`src/rtl/pwc_pkg.sv`:
```
`timescale 1ns/1ps
package pwc_pkg;

  localparam int MODE_W = 16;

  // Positions in the mode word
  localparam int ES_LSB  = 6;   // edge code, 2 bits
  localparam int SRC_LSB = 8;   // start source, 3 bits
  localparam int MD_LSB  = 0;   // operating mode, 4 bits
  localparam int LOCK_BIT = 11; // read-only zero on channel zero

  localparam logic [2:0] SRC_PIN = 3'b010;

  typedef enum logic [1:0] {
    EDGE_FALL   = 2'b00,
    EDGE_RISE   = 2'b01,
    EDGE_LOW_W  = 2'b10,
    EDGE_HIGH_W = 2'b11
  } edge_code_e;

  typedef struct packed {
    edge_code_e  edge_code;
    logic [2:0]  start_src;
    logic [3:0]  op_mode;
  } chan_cfg_t;

endpackage

```
`src/rtl/pwc_pin_sync.sv`:
```
`timescale 1ns/1ps
module pwc_pin_sync #(
  parameter int STAGES = 2
) (
  input  logic clk,
  input  logic rst,
  input  logic pin_i,
  output logic rise_o,
  output logic fall_o
);
  logic [STAGES-1:0] shreg;
  logic              last_q;

  always_ff @(posedge clk) begin
    if (rst) begin
      shreg  <= '0;
      last_q <= 1'b0;
    end else begin
      shreg  <= {shreg[STAGES-2:0], pin_i};
      last_q <= shreg[STAGES-1];
    end
  end

  assign rise_o = shreg[STAGES-1] & ~last_q;
  assign fall_o = ~shreg[STAGES-1] & last_q;

  AST_RISE_FROM_PIN: assert property (@(posedge clk) disable iff (rst)
    rise_o |-> $past(pin_i, STAGES)) else $error("rise without pin high");
  AST_FALL_FROM_PIN: assert property (@(posedge clk) disable iff (rst)
    fall_o |-> !$past(pin_i, STAGES)) else $error("fall without pin low");

endmodule

```
`src/rtl/pwc_mode_reg.sv`:
```
`timescale 1ns/1ps
module pwc_mode_reg
  import pwc_pkg::*;
#(
  parameter bit IS_CHAN_ZERO = 1'b1
) (
  input  logic              clk,
  input  logic              rst,
  input  logic              we_i,
  input  logic [MODE_W-1:0] wdata_i,
  output logic [MODE_W-1:0] rdata_o,
  output chan_cfg_t         cfg_o
);
  localparam logic [MODE_W-1:0] BASE_MASK = 16'hDFCF;
  localparam logic [MODE_W-1:0] LOCK_MASK = MODE_W'(1) << LOCK_BIT;

  logic [MODE_W-1:0] keep_mask;
  logic [MODE_W-1:0] word_q;

  generate
    if (IS_CHAN_ZERO) begin : g_chan0
      assign keep_mask = BASE_MASK & ~LOCK_MASK;
    end else begin : g_chanx
      assign keep_mask = BASE_MASK;
    end
  endgenerate

  always_ff @(posedge clk) begin
    if (rst)       word_q <= '0;
    else if (we_i) word_q <= wdata_i & keep_mask;
  end

  assign rdata_o          = word_q;
  assign cfg_o.edge_code  = edge_code_e'(word_q[ES_LSB +: 2]);
  assign cfg_o.start_src  = word_q[SRC_LSB +: 3];
  assign cfg_o.op_mode    = word_q[MD_LSB +: 4];

  AST_MODE_HOLD: assert property (@(posedge clk) disable iff (rst)
    !we_i |=> $stable(rdata_o)) else $error("mode word moved without write");

endmodule

```
`src/rtl/pwc_trig_decode.sv`:
```
`timescale 1ns/1ps
module pwc_trig_decode
  import pwc_pkg::*;
(
  input  chan_cfg_t cfg_i,
  input  logic      rise_i,
  input  logic      fall_i,
  output logic      enable_o,
  output logic      width_mode_o,
  output logic      start_hit_o,
  output logic      cap_hit_o
);
  edge_code_e eff_code;

  always_comb begin
    enable_o = (cfg_i.op_mode != 4'd0);
    // paired high-time code only honoured with pin-edge start source
    if (cfg_i.edge_code == EDGE_HIGH_W && cfg_i.start_src != SRC_PIN)
      eff_code = EDGE_LOW_W;
    else
      eff_code = cfg_i.edge_code;

    width_mode_o = eff_code[1];
    unique case (eff_code)
      EDGE_FALL:   begin start_hit_o = fall_i; cap_hit_o = fall_i; end
      EDGE_RISE:   begin start_hit_o = rise_i; cap_hit_o = rise_i; end
      EDGE_LOW_W:  begin start_hit_o = fall_i; cap_hit_o = rise_i; end
      default:     begin start_hit_o = rise_i; cap_hit_o = fall_i; end
    endcase
  end

endmodule

```
`src/rtl/pwc_measure.sv`:
```
`timescale 1ns/1ps
module pwc_measure #(
  parameter int CNT_W = 16
) (
  input  logic             clk,
  input  logic             rst,
  input  logic             enable_i,
  input  logic             width_mode_i,
  input  logic             start_hit_i,
  input  logic             cap_hit_i,
  output logic             start_evt_o,
  output logic             cap_valid_o,
  output logic [CNT_W-1:0] cap_value_o,
  output logic             overflow_o
);
  localparam logic [CNT_W-1:0] CNT_MAX = '1;
  localparam logic [CNT_W-1:0] CNT_ONE = CNT_W'(1);

  logic             armed_q;
  logic [CNT_W-1:0] cnt_q;

  always_ff @(posedge clk) begin
    if (rst) begin
      armed_q     <= 1'b0;
      cnt_q       <= '0;
      overflow_o  <= 1'b0;
      start_evt_o <= 1'b0;
      cap_valid_o <= 1'b0;
      cap_value_o <= '0;
    end else if (!enable_i) begin
      armed_q     <= 1'b0;
      cnt_q       <= '0;
      overflow_o  <= 1'b0;
      start_evt_o <= 1'b0;
      cap_valid_o <= 1'b0;
    end else begin
      start_evt_o <= 1'b0;
      cap_valid_o <= 1'b0;
      if (start_hit_i) begin
        start_evt_o <= 1'b1;
        overflow_o  <= 1'b0;
        cnt_q       <= CNT_ONE;
        armed_q     <= 1'b1;
        if (!width_mode_i && armed_q) begin
          cap_valid_o <= 1'b1;
          cap_value_o <= cnt_q;
        end
      end else if (width_mode_i && cap_hit_i && armed_q) begin
        cap_valid_o <= 1'b1;
        cap_value_o <= cnt_q;
        armed_q     <= 1'b0;
      end else if (armed_q) begin
        if (cnt_q == CNT_MAX) overflow_o <= 1'b1;
        else                  cnt_q      <= cnt_q + CNT_ONE;
      end
    end
  end

  AST_CAP_NEEDS_ARM: assert property (@(posedge clk) disable iff (rst)
    cap_valid_o |-> $past(armed_q)) else $error("capture while idle");
  AST_CAP_ONE_CYCLE: assert property (@(posedge clk) disable iff (rst)
    cap_valid_o |=> !cap_valid_o) else $error("capture strobe too long");
  AST_CNT_SATURATE: assert property (@(posedge clk) disable iff (rst)
    (enable_i && armed_q && cnt_q == CNT_MAX && !start_hit_i && !cap_hit_i)
      |=> (cnt_q == CNT_MAX && overflow_o)) else $error("counter wrapped");

endmodule

```
`src/rtl/pin_width_capture.sv`:
```
`timescale 1ns/1ps
module pin_width_capture
  import pwc_pkg::*;
#(
  parameter int CNT_W        = 16,
  parameter int SYNC_STAGES  = 2,
  parameter bit IS_CHAN_ZERO = 1'b1
) (
  input  logic              clk,
  input  logic              rst,
  input  logic              pin_i,
  input  logic              mode_we_i,
  input  logic [MODE_W-1:0] mode_wdata_i,
  output logic [MODE_W-1:0] mode_rdata_o,
  output logic              start_evt_o,
  output logic              cap_valid_o,
  output logic [CNT_W-1:0]  cap_value_o,
  output logic              overflow_o
);
  chan_cfg_t cfg;
  logic rise, fall;
  logic enable, width_mode, start_hit, cap_hit;

  pwc_pin_sync #(.STAGES(SYNC_STAGES)) u_sync (
    .clk(clk), .rst(rst), .pin_i(pin_i), .rise_o(rise), .fall_o(fall)
  );

  pwc_mode_reg #(.IS_CHAN_ZERO(IS_CHAN_ZERO)) u_mode (
    .clk(clk), .rst(rst), .we_i(mode_we_i), .wdata_i(mode_wdata_i),
    .rdata_o(mode_rdata_o), .cfg_o(cfg)
  );

  pwc_trig_decode u_dec (
    .cfg_i(cfg), .rise_i(rise), .fall_i(fall), .enable_o(enable),
    .width_mode_o(width_mode), .start_hit_o(start_hit), .cap_hit_o(cap_hit)
  );

  pwc_measure #(.CNT_W(CNT_W)) u_meas (
    .clk(clk), .rst(rst), .enable_i(enable), .width_mode_i(width_mode),
    .start_hit_i(start_hit), .cap_hit_i(cap_hit), .start_evt_o(start_evt_o),
    .cap_valid_o(cap_valid_o), .cap_value_o(cap_value_o), .overflow_o(overflow_o)
  );

endmodule

```
`config.mk`:
```
export PLATFORM = sky130hd
export DESIGN_NAME = pin_width_capture
export DESIGN_NICKNAME = d
export VERILOG_FILES = /design/src/rtl/pwc_pkg.sv /design/src/rtl/pwc_pin_sync.sv /design/src/rtl/pwc_mode_reg.sv /design/src/rtl/pwc_trig_decode.sv /design/src/rtl/pwc_measure.sv /design/src/rtl/pin_width_capture.sv
export SDC_FILE = /design/constraint.sdc
export NUM_CORES = 1
export LEC_CHECK = 0
export BUFFER_PORTS_ARGS = -buffer_cell sky130_fd_sc_hd__buf_2
export CAP_MARGIN = 20
export CORE_AREA = 2 2 70 72
export CTS_BUF_LIST = sky130_fd_sc_hd__clkbuf_4
export DETAILED_ROUTE_END_ITERATION = 12
export DIE_AREA = 0 0 72 74
export GPL_ROUTABILITY_DRIVEN = 0
export PLACE_DENSITY = 0.75
export SYNTH_ARGS = -nofsm -noshare
export SYNTH_HDL_FRONTEND = slang
export SYNTH_SLANG_ARGS = --single-unit
```
`constraint.sdc`:
```
create_clock -name clk -period 1.8 [get_ports clk]
set_input_delay 0.27 -clock clk [delete_from_list [all_inputs] [get_ports clk]]
set_output_delay 0.27 -clock clk [all_outputs]
set_load 0.1 [all_outputs]
```
==> summary by stage, run 1 <==
Status
The run finished with clean final reports.

Layout
The number of nets in the layout is about 310. The synthesis-to-layout area growth is 23.3%. The flip-flop and latch area is approximately 0.0011 mm^2.

The multi-input combinational cells in the finished layout cover a total of around 0.0011 mm^2. The repair_antennas step left the layout with diodes totalling 0. The proportion of layout cells with a drive suffix above 1 is 34.1%. Counting the fill cells in the layout gives between 400 and 500.

The share of the core filled with cells is 58.0%.

Synthesis
The simple-gate area share of the yosys netlist is 24.3%. The fraction of synthesized cell area in xor and xnor cells is 5.27%. The average cell area after synthesis is 9.52 um^2. The sequential cell area fraction in the yosys report is between 40 and 50%. Sorting the synthesized cells by area gives the leading types as dfxtp_1 47%, mux2i_1 14%, nor2_1 7.6%. The mapped cell area is between 0.002 and 0.0025 mm^2.

In the post-synthesis netlist, the cell with the most instances is dfxtp_1. For this run, the leading register cell type out of synthesis is dfxtp_1. The Yosys step of the flow raised 0 warnings.

The fraction of post-synthesis cell area in the top cell type by area is a little under half. The number of enable flip-flop cells after synthesis is 0. Of all flip-flops after synthesis, the portion carrying an async set or reset was 0%. Of the total synthesized cell area, the portion taken by full adders, half adders and majority gates is less than 1%.

The largest total area in the synthesized netlist belongs to dfxtp_1. The number of instances in the synthesized netlist is about 230. The fraction of synthesized area in multiplexers is 14.4%. The number of library cell types mapped by synthesis is 37.

The dominant combinational cell family by area after synthesis is simple AND/OR/NAND/NOR gates. Summing the areas of all compound-gate instances in the mapped netlist gives around 3.4% of the synthesized area. Ranked by instance count, the synthesized netlist is headed by 51 x dfxtp_1, 44 x nor2_1, 31 x mux2i_1, 13 x xnor2_1, 9 x nor3_1. The synthesized flop and latch total is 51.

Critical path
The depth of the most critical reg-to-reg path is 6. In this run the worst path has a maximum fanout of 5. STA puts the critical path data required time at slightly above 2000 ps. The slack of the worst reg-to-reg path is 90 ps. The classification of the worst setup path is register to register.

The startpoint type of the worst setup path is a register. The capturing point of the worst reg2reg path is u_meas.cnt_q[14]. In this design, the stage delay of the slowest critical-path cell is roughly 530 ps. For this design, the slowest cell found on the critical path is or4_1. The worst register-to-register path begins at u_meas.cnt_q[1]. The most critical setup path has its startpoint at u_meas.cnt_q[1]. The critical path goes through ha_2 > nand2_1 > or4_1 > nor4b_2 > xnor2_1 > nor2_1.

The worst setup path is captured at a register. At the worst endpoint, the arrival time is slightly below 2000 ps.

Timing
The final clock skew is roughly 17 ps. The worst pin sits at a relative slew slack of 66.2%. The setup-violating endpoint count in the final report is 0. For the pin with the worst max-slew slack, the measured transition is between 500 and 600 ps.

Setup repair after global routing could not meet its margin everywhere. The final critical-path required period is 1710 ps. The final period utilization is between 90% and 100%.

The setup TNS after final layout is 0 ps. Derived from the worst setup path, the maximum achievable clock frequency is between 0.5 and 0.6 GHz. The max-slew violation count was 0. The final worst hold slack is between 100 and 150 ps.

The final count of hold timing violations is 0. The final worst slack is 92.4 ps.

Power
The power per cell area is between 700 and 800 mW/mm^2. VDD sags by at most 0.000531 V. The switching part of the total power is 28.4%. The internal power is approximately 1.4 mW. The total net switching power is 558 uW. Combinational logic burns around 14% of the power.

The reported leakage power is approximately 1.1 nW. The share of total power dissipated in the clock network is 26.6%. The part of the power in registers is 59.0%.

Routing
After detailed routing, the met3 layer carries roughly 140 um of wire. The length of the first detailed-routing pass in iterations is 4. The overall via count from detail_route is 1738. The length of routed met2 wiring is 2010 um.

In this run the top signal layer used is met4. The residual DRC count is 0. In the routed layout, each cell is associated on average with a via count of around 5.1. In this run the remaining antenna-violating nets after routing total 0.

The number of DRC violations after detailed-routing iteration 0 is about 50. After detailed routing, the wire length on met1 is just over 2000 um. The mean routed wirelength per cell is approximately 13 um. After detailed routing, the total wire length is roughly 4300 um.

Clocking
The clock input transition at the sequential cells of the worst setup and hold paths is 140 ps. The clock net in this run drives a total of a little over 50 sinks. The number of clock buffers added by TritonCTS is 5. In this run the clock root is driven by a clkbuf_4.

Clock latency on the worst-skew pair, taken at its later pin, is about 360 ps. The number of hold buffers added after CTS is 0. The longest clock path from root to sink contains 2 buffers. TritonCTS built the clock tree. The clock tree synthesis step divided the H-tree into 2 levels.

Floorplanning
For this configuration, the core starts out at a cell density of between 40% and 50%. The die covers about 0.0053 mm^2. The floorplan core area is between 0.004 and 0.005 mm^2. The number of placement rows is 25. The die outline width is between 70 and 80 um. 55 I/O pins were placed. The die is 74 um tall.

Worst hold path
The startpoint identified for the worst hold timing path is pin_i. The worst min-delay path class is input port to register. The worst hold path terminates at u_sync.shreg[0]. Counting instances, the worst hold path has a depth of 2.

GRT
The pin count of the biggest net entering global routing is 33. The wire length of the first global-routing pass is 7580 um. For this run, the total global-route usage over all layers was measured as between 10% and 20%. The via count of the first global-routing pass is about 1700. The number of antenna violations at the first check in global routing came to 0. For this run the aggregate overflow at the end of global routing stands at 0.

Run
The number of maximum-capacitance violations is 0.

Place
The total half-perimeter wirelength after legalization and detailed placement is just over 3000 um. OpenSTA, run right after detailed placement, puts the worst setup slack at roughly 67 ps. The number of I/O port buffers is 46.
[area by class of cell]
class                           count  share of cell area (%)
Multi-Input combinational cell    160                    40.8
Sequential cell                    51                    39.7
Timing Repair Buffer               64                    14.2
Tap cell                           54                    2.53
Clock buffer                        8                    2.25
Inverter                            4                   0.563
[cells by family after synthesis]
| kind of cell | Yosys count |
|---|---|
| buf+inv | 19 |
| flops | 51 |
| compound gates | 11 |
| simple gates | 100 |
| other cells | 1 |
| xor+xnor | 13 |
| fa+ha+maj | 1 |
| mux | 31 |
[worst max-delay path: cells and delay by family (launching register included)]
family / cells / cell delay [ps]
XOR/XNOR: 1 / 150
adder cells (fa/ha/maj): 1 / 190
flip-flops: 1 / 390
AND/OR/NAND/NOR: 4 / 890
[worst max-delay path by stage]
stage | to | slack, ps | cells after the start
floorplan | u_meas.cap_value_o[10] | -20 | 7
finish | u_meas.cnt_q[14] | 90 | 6
CTS | u_meas.cnt_q[14] | 40 | 6
detailed placement | u_meas.cnt_q[14] | 70 | 6
global route | u_meas.cnt_q[14] | -30 | 6
global placement | u_meas.cnt_q[14] | 90 | 6
[metrics by stage]
| step | cell area [um^2] | cells | power [mW] |
|---|---|---|---|
| floorplan | 2210 | 230 | 1.42 |
| global placement | 2580 | 333 | 1.47 |
| detailed placement | 2580 | 333 | 1.47 |
| CTS | 2640 | 341 | 1.99 |
| global route | 2670 | 341 | 2.05 |
| finish | 2670 | 341 | 1.97 |
[timing repair]
action / in CTS / in global routing
setup endpoints to repair: 0 / 12
gates resized for setup: 0 / 10
setup buffers: 0 / 0
[layout by cell type, fill, tap and decap left out, types with 2 or more instances in the layout]
cell,Yosys,layout
a21oi_1,6,6
and3_1,2,2
buf_2,3,46
buf_4,5,17
clkbuf_4,0,8
conb_1,1,4
dfxtp_1,51,38
dfxtp_2,0,5
dfxtp_4,0,8
inv_1,4,4
mux2i_1,31,30
nand2_1,8,8
nand2b_1,2,2
nand3_1,5,4
nand3b_1,2,2
nand4_1,3,3
nor2_1,44,44
nor2b_1,7,6
nor3_1,9,8
nor3b_1,2,2
nor4_1,5,4
nor4_2,1,2
or4_1,2,2
xnor2_1,13,13
[power by group through the flow]
stage	Clock, mW	Sequential [mW]	Combinational [mW]
after global routing	0.589	1.17	0.299
after CTS	0.547	1.16	0.285
after floorplan	0	1.30	0.114
final	0.524	1.16	0.284
after global placement	0	1.19	0.281
after detailed placement	0	1.19	0.284
[state kept, by name, indices dropped and copies added (netlist names)]
name,count
u_meas.cap_valid_o,1
u_mode.rdata_o,12
u_meas.overflow_o,1
u_meas.armed_q,1
u_meas.cnt_q,16
u_sync.shreg,2
u_sync.last_q,1
u_meas.cap_value_o,16
u_meas.start_evt_o,1
[per-layer routing]
metal / vias to the layer above / track usage (%)
li1: 885 / -
met4: 0 / 7.76
met2: 27 / 29.4
met5: - / 0
met3: 4 / 4.07
met1: 822 / 23.6
Note: power is estimated with default switching activity, not from simulation.
==> run 2, diff against run 1 <==
Settings changed: CORE_AREA 2 2 70 72 to 4 4 92 94, DIE_AREA 0 0 72 74 to 0 0 96 98, PLACE_DENSITY 0.75 to 0.47.
==> run 2 against run 1 <==
Via count up 0.92%. Register-to-register slack about the same. Sequential power about the same. Sequential share of layout area down 2.1 points. Design area up 5.2%. Non-clock buffer count up 7.
==> summary by stage, run 2 (synthesized netlist as in run 1, its figures left out) <==
Critical path
The worst-path maximum fanout came to 3 (-2). The worst setup path is captured at a register. Traced cell by cell, the critical path runs through ha_4 > nand2_1 > or4_1 > nor4b_2 > xnor2_1 > nor2_1. The setup path with the least slack is of type register to register. The data required time at the worst endpoint is 2050 ps (about the same).

The source of the worst register-to-register timing path is u_meas.cnt_q[0]. The depth of the most critical reg-to-reg path is 6 (unchanged). The slack of the worst reg-to-reg path is 90 ps (about the same).

The worst register-to-register path ends at u_meas.cnt_q[14]. The cell with the largest stage delay on the worst path is or4_1. The number of buffers and inverters on the critical path was 0 (unchanged). The startpoint type of the worst setup path is a register.

The delay of the slowest cell on the worst path is 530 ps (about the same). The family with the most delay on the worst path is simple AND/OR/NAND/NOR gates. The data arrival time of the worst path came to 1960 ps (about the same).

Routing
The remaining number of nets flagged by the antenna check after routing is 0 (unchanged). The number of DRC violations after detailed-routing iteration 0 is 43 (-12%). The detail-routed via count per cell is 4.43 (-13%). The mean routed wirelength per cell is 11.9 um (-4.9%). The final wirelength is 4730 um (+10%). The length of the first detailed-routing pass in iterations is 4 (unchanged). The residual DRC count is 0 (unchanged). The overall via count from detail_route was 1754 (+0.92%).

GRT
The wire length of the first global-routing pass is 8180 um (+7.8%). The remaining global-route overflow is 0 (unchanged). The met1 layer usage reported by global route came to 14.6% (-9.0 points). The via count of the first global-routing pass is 1748 (+5.1%). The pin count of the biggest net entering global routing is 33 (unchanged).

In this run the most used layer during global routing was met2. The met2 global-route usage is 16.9% (-13 points). The number of antenna violations at the first check in global routing came to 0 (unchanged). The met3 track utilization from global routing is 2.70% (-1.4 points).

The overall fraction of global-route tracks in use is 10.9% (-7.3 points).

Timing
The maximum operating frequency is 0.585 GHz (-0.19%). The setup TNS after final layout came to 0 ps (unchanged). Setup repair after global routing could not meet its margin everywhere. The final clock skew is 11.5 ps (-5.13 ps). The setup-violating endpoint count in the final report came to 0 (unchanged). The max-slew violation count is 0 (unchanged). The final period utilization is 95.0% (+0.18 points). The final count of hold timing violations is 0 (unchanged). The final critical-path required period is 1710 ps (+3.25 ps).

Worst hold path
The path with the worst hold slack has its endpoint at u_sync.shreg[0]. The worst min-delay path class is input port to register. The source of the worst hold timing path is pin_i. The number of cells traversed by the worst hold path is 2 (unchanged).

Floorplanning
The die outline width is 96 um (+33%). The number of top-level design ports was 55 (unchanged). The total die area came to 0.00941 mm^2 (+77%).

The floorplan core area is 0.00765 mm^2 (+66%). The number of placement rows is 32 (+28%). The initial core utilization is 28.3% (-19 points). The height of the die came to 98 um (+32%).

Clocking
The total number of clock tree sinks is 51 (unchanged). The largest buffer count on any clock path is 2 (unchanged). The total number of H-tree levels is 2 (unchanged). The clock insertion delay at the later pin of the skew report is 360 ps (about the same). CTS placed an instance of clkbuf_4 at the clock tree root. The clock input transition at the sequential cells of the worst setup and hold paths is 140 ps (about the same). The number of hold buffers added after CTS was 0 (unchanged). The TritonCTS buffer count was 5 (unchanged).

The CTS tree is done.

Layout
The final antenna diode count is 0 (unchanged). The proportion of layout cells with a drive suffix above 1 is 35.4% (+1.2 points). The flip-flop and latch area is 0.00105 mm^2 (-0.35%). The top cell types in the final layout, fill and taps aside, are 46 x buf_2, 44 x nor2_1, 39 x dfxtp_1. The library cell used most frequently in the layout, excluding fill and tap cells, is buf_2. The multi-input gate area in the final layout is 0.00110 mm^2 (+1.0%). The post-layout instance count excluding filler cells came to 396 (+16%). The total of fill cells in the finished design is 802 (+88%). The number of nets in the layout is 314 (+2.3%). Compared with the post-synthesis result, the final layout area differs by 29.7%.

Power
The reported leakage power is 1.11 nW (+4.1%). The power per cell area was 752 mW/mm^2 (+1.9%). The highest ir drop seen on vdd was 0.000292 V (-45%).

Status
The flow ran to the end, and the final reports show no timing, DRC or antenna violations.

Place
The number of placed instances with taps included came to 386 (+16%). The total half-perimeter wirelength after legalization and detailed placement was 3530 um (+13%). The number of I/O port buffers is 46 (unchanged).

Run
The number of maximum-capacitance violations is 0 (unchanged).
[run 2: changes by cell type in the layout (fill, tap and decap cells not counted), sizes merged]
cell / delta
buf: +7
bufinv: +1
clkbuf: -1
[run 2: area by class of cell]
| cell class | count | area share [%] |
|---|---|---|
| flip-flops and latches | 51 | 37.6 |
| multi-input cells | 160 | 39.2 |
| well taps | 102 | 4.55 |
| clock inverters | 1 | 1.07 |
| repair buffers | 71 | 15.2 |
| clock buffers | 7 | 1.87 |
| inverters | 4 | 0.535 |
[run 2: routing by layer]
metal / routed length, um / vias up
met5: 0 / -
met4: 50 / 0
met3: 235 / 4
met2: 2170 / 38
met1: 2270 / 805
li1: - / 907
[run 2: worst max-delay path by stage]
stage	start	to	cells past startpoint
6_report	u_meas.cnt_q[0]	u_meas.cnt_q[14]	6
4_1_cts	u_sync.shreg[1]	u_meas.cap_value_o[7]	6
5_1_grt	u_meas.cnt_q[13]	u_meas.cnt_q[12]	6
3_3_place_gp	u_sync.shreg[1]	u_meas.cap_value_o[0]	6
2_1_floorplan	u_mode.rdata_o[8]	u_meas.cap_value_o[10]	7
3_5_place_dp	u_sync.shreg[1]	u_meas.cap_value_o[7]	6
[run 2: per-stage QoR]
stage	hold slack [ps]	utilization (%)	cell area (um^2)	worst slack (ps)	power, mW
floorplan	342	-	2210	-15.6	1.42
global placement	431	34.8	2660	70.2	1.47
detailed placement	443	34.8	2660	52.1	1.47
CTS	84.4	35.9	2750	23.2	2.15
global route	104	36.7	2800	-3.48	2.22
finish	110	36.7	2800	89.2	2.11
[run 2: power breakdown]
group | internal (mW) | switching, mW | leakage, nW
Combinational | 0.0621 | 0.219 | 0.646
Sequential | 1.15 | 0.0182 | 0.420
Clock | 0.325 | 0.337 | 0.0463
Total | 1.53 | 0.575 | 1.11
[run 2: what timing repair did]
action                     CTS  global route
setup endpoints to repair    0            21
gates resized for setup      0            11
buffers inserted             0             2
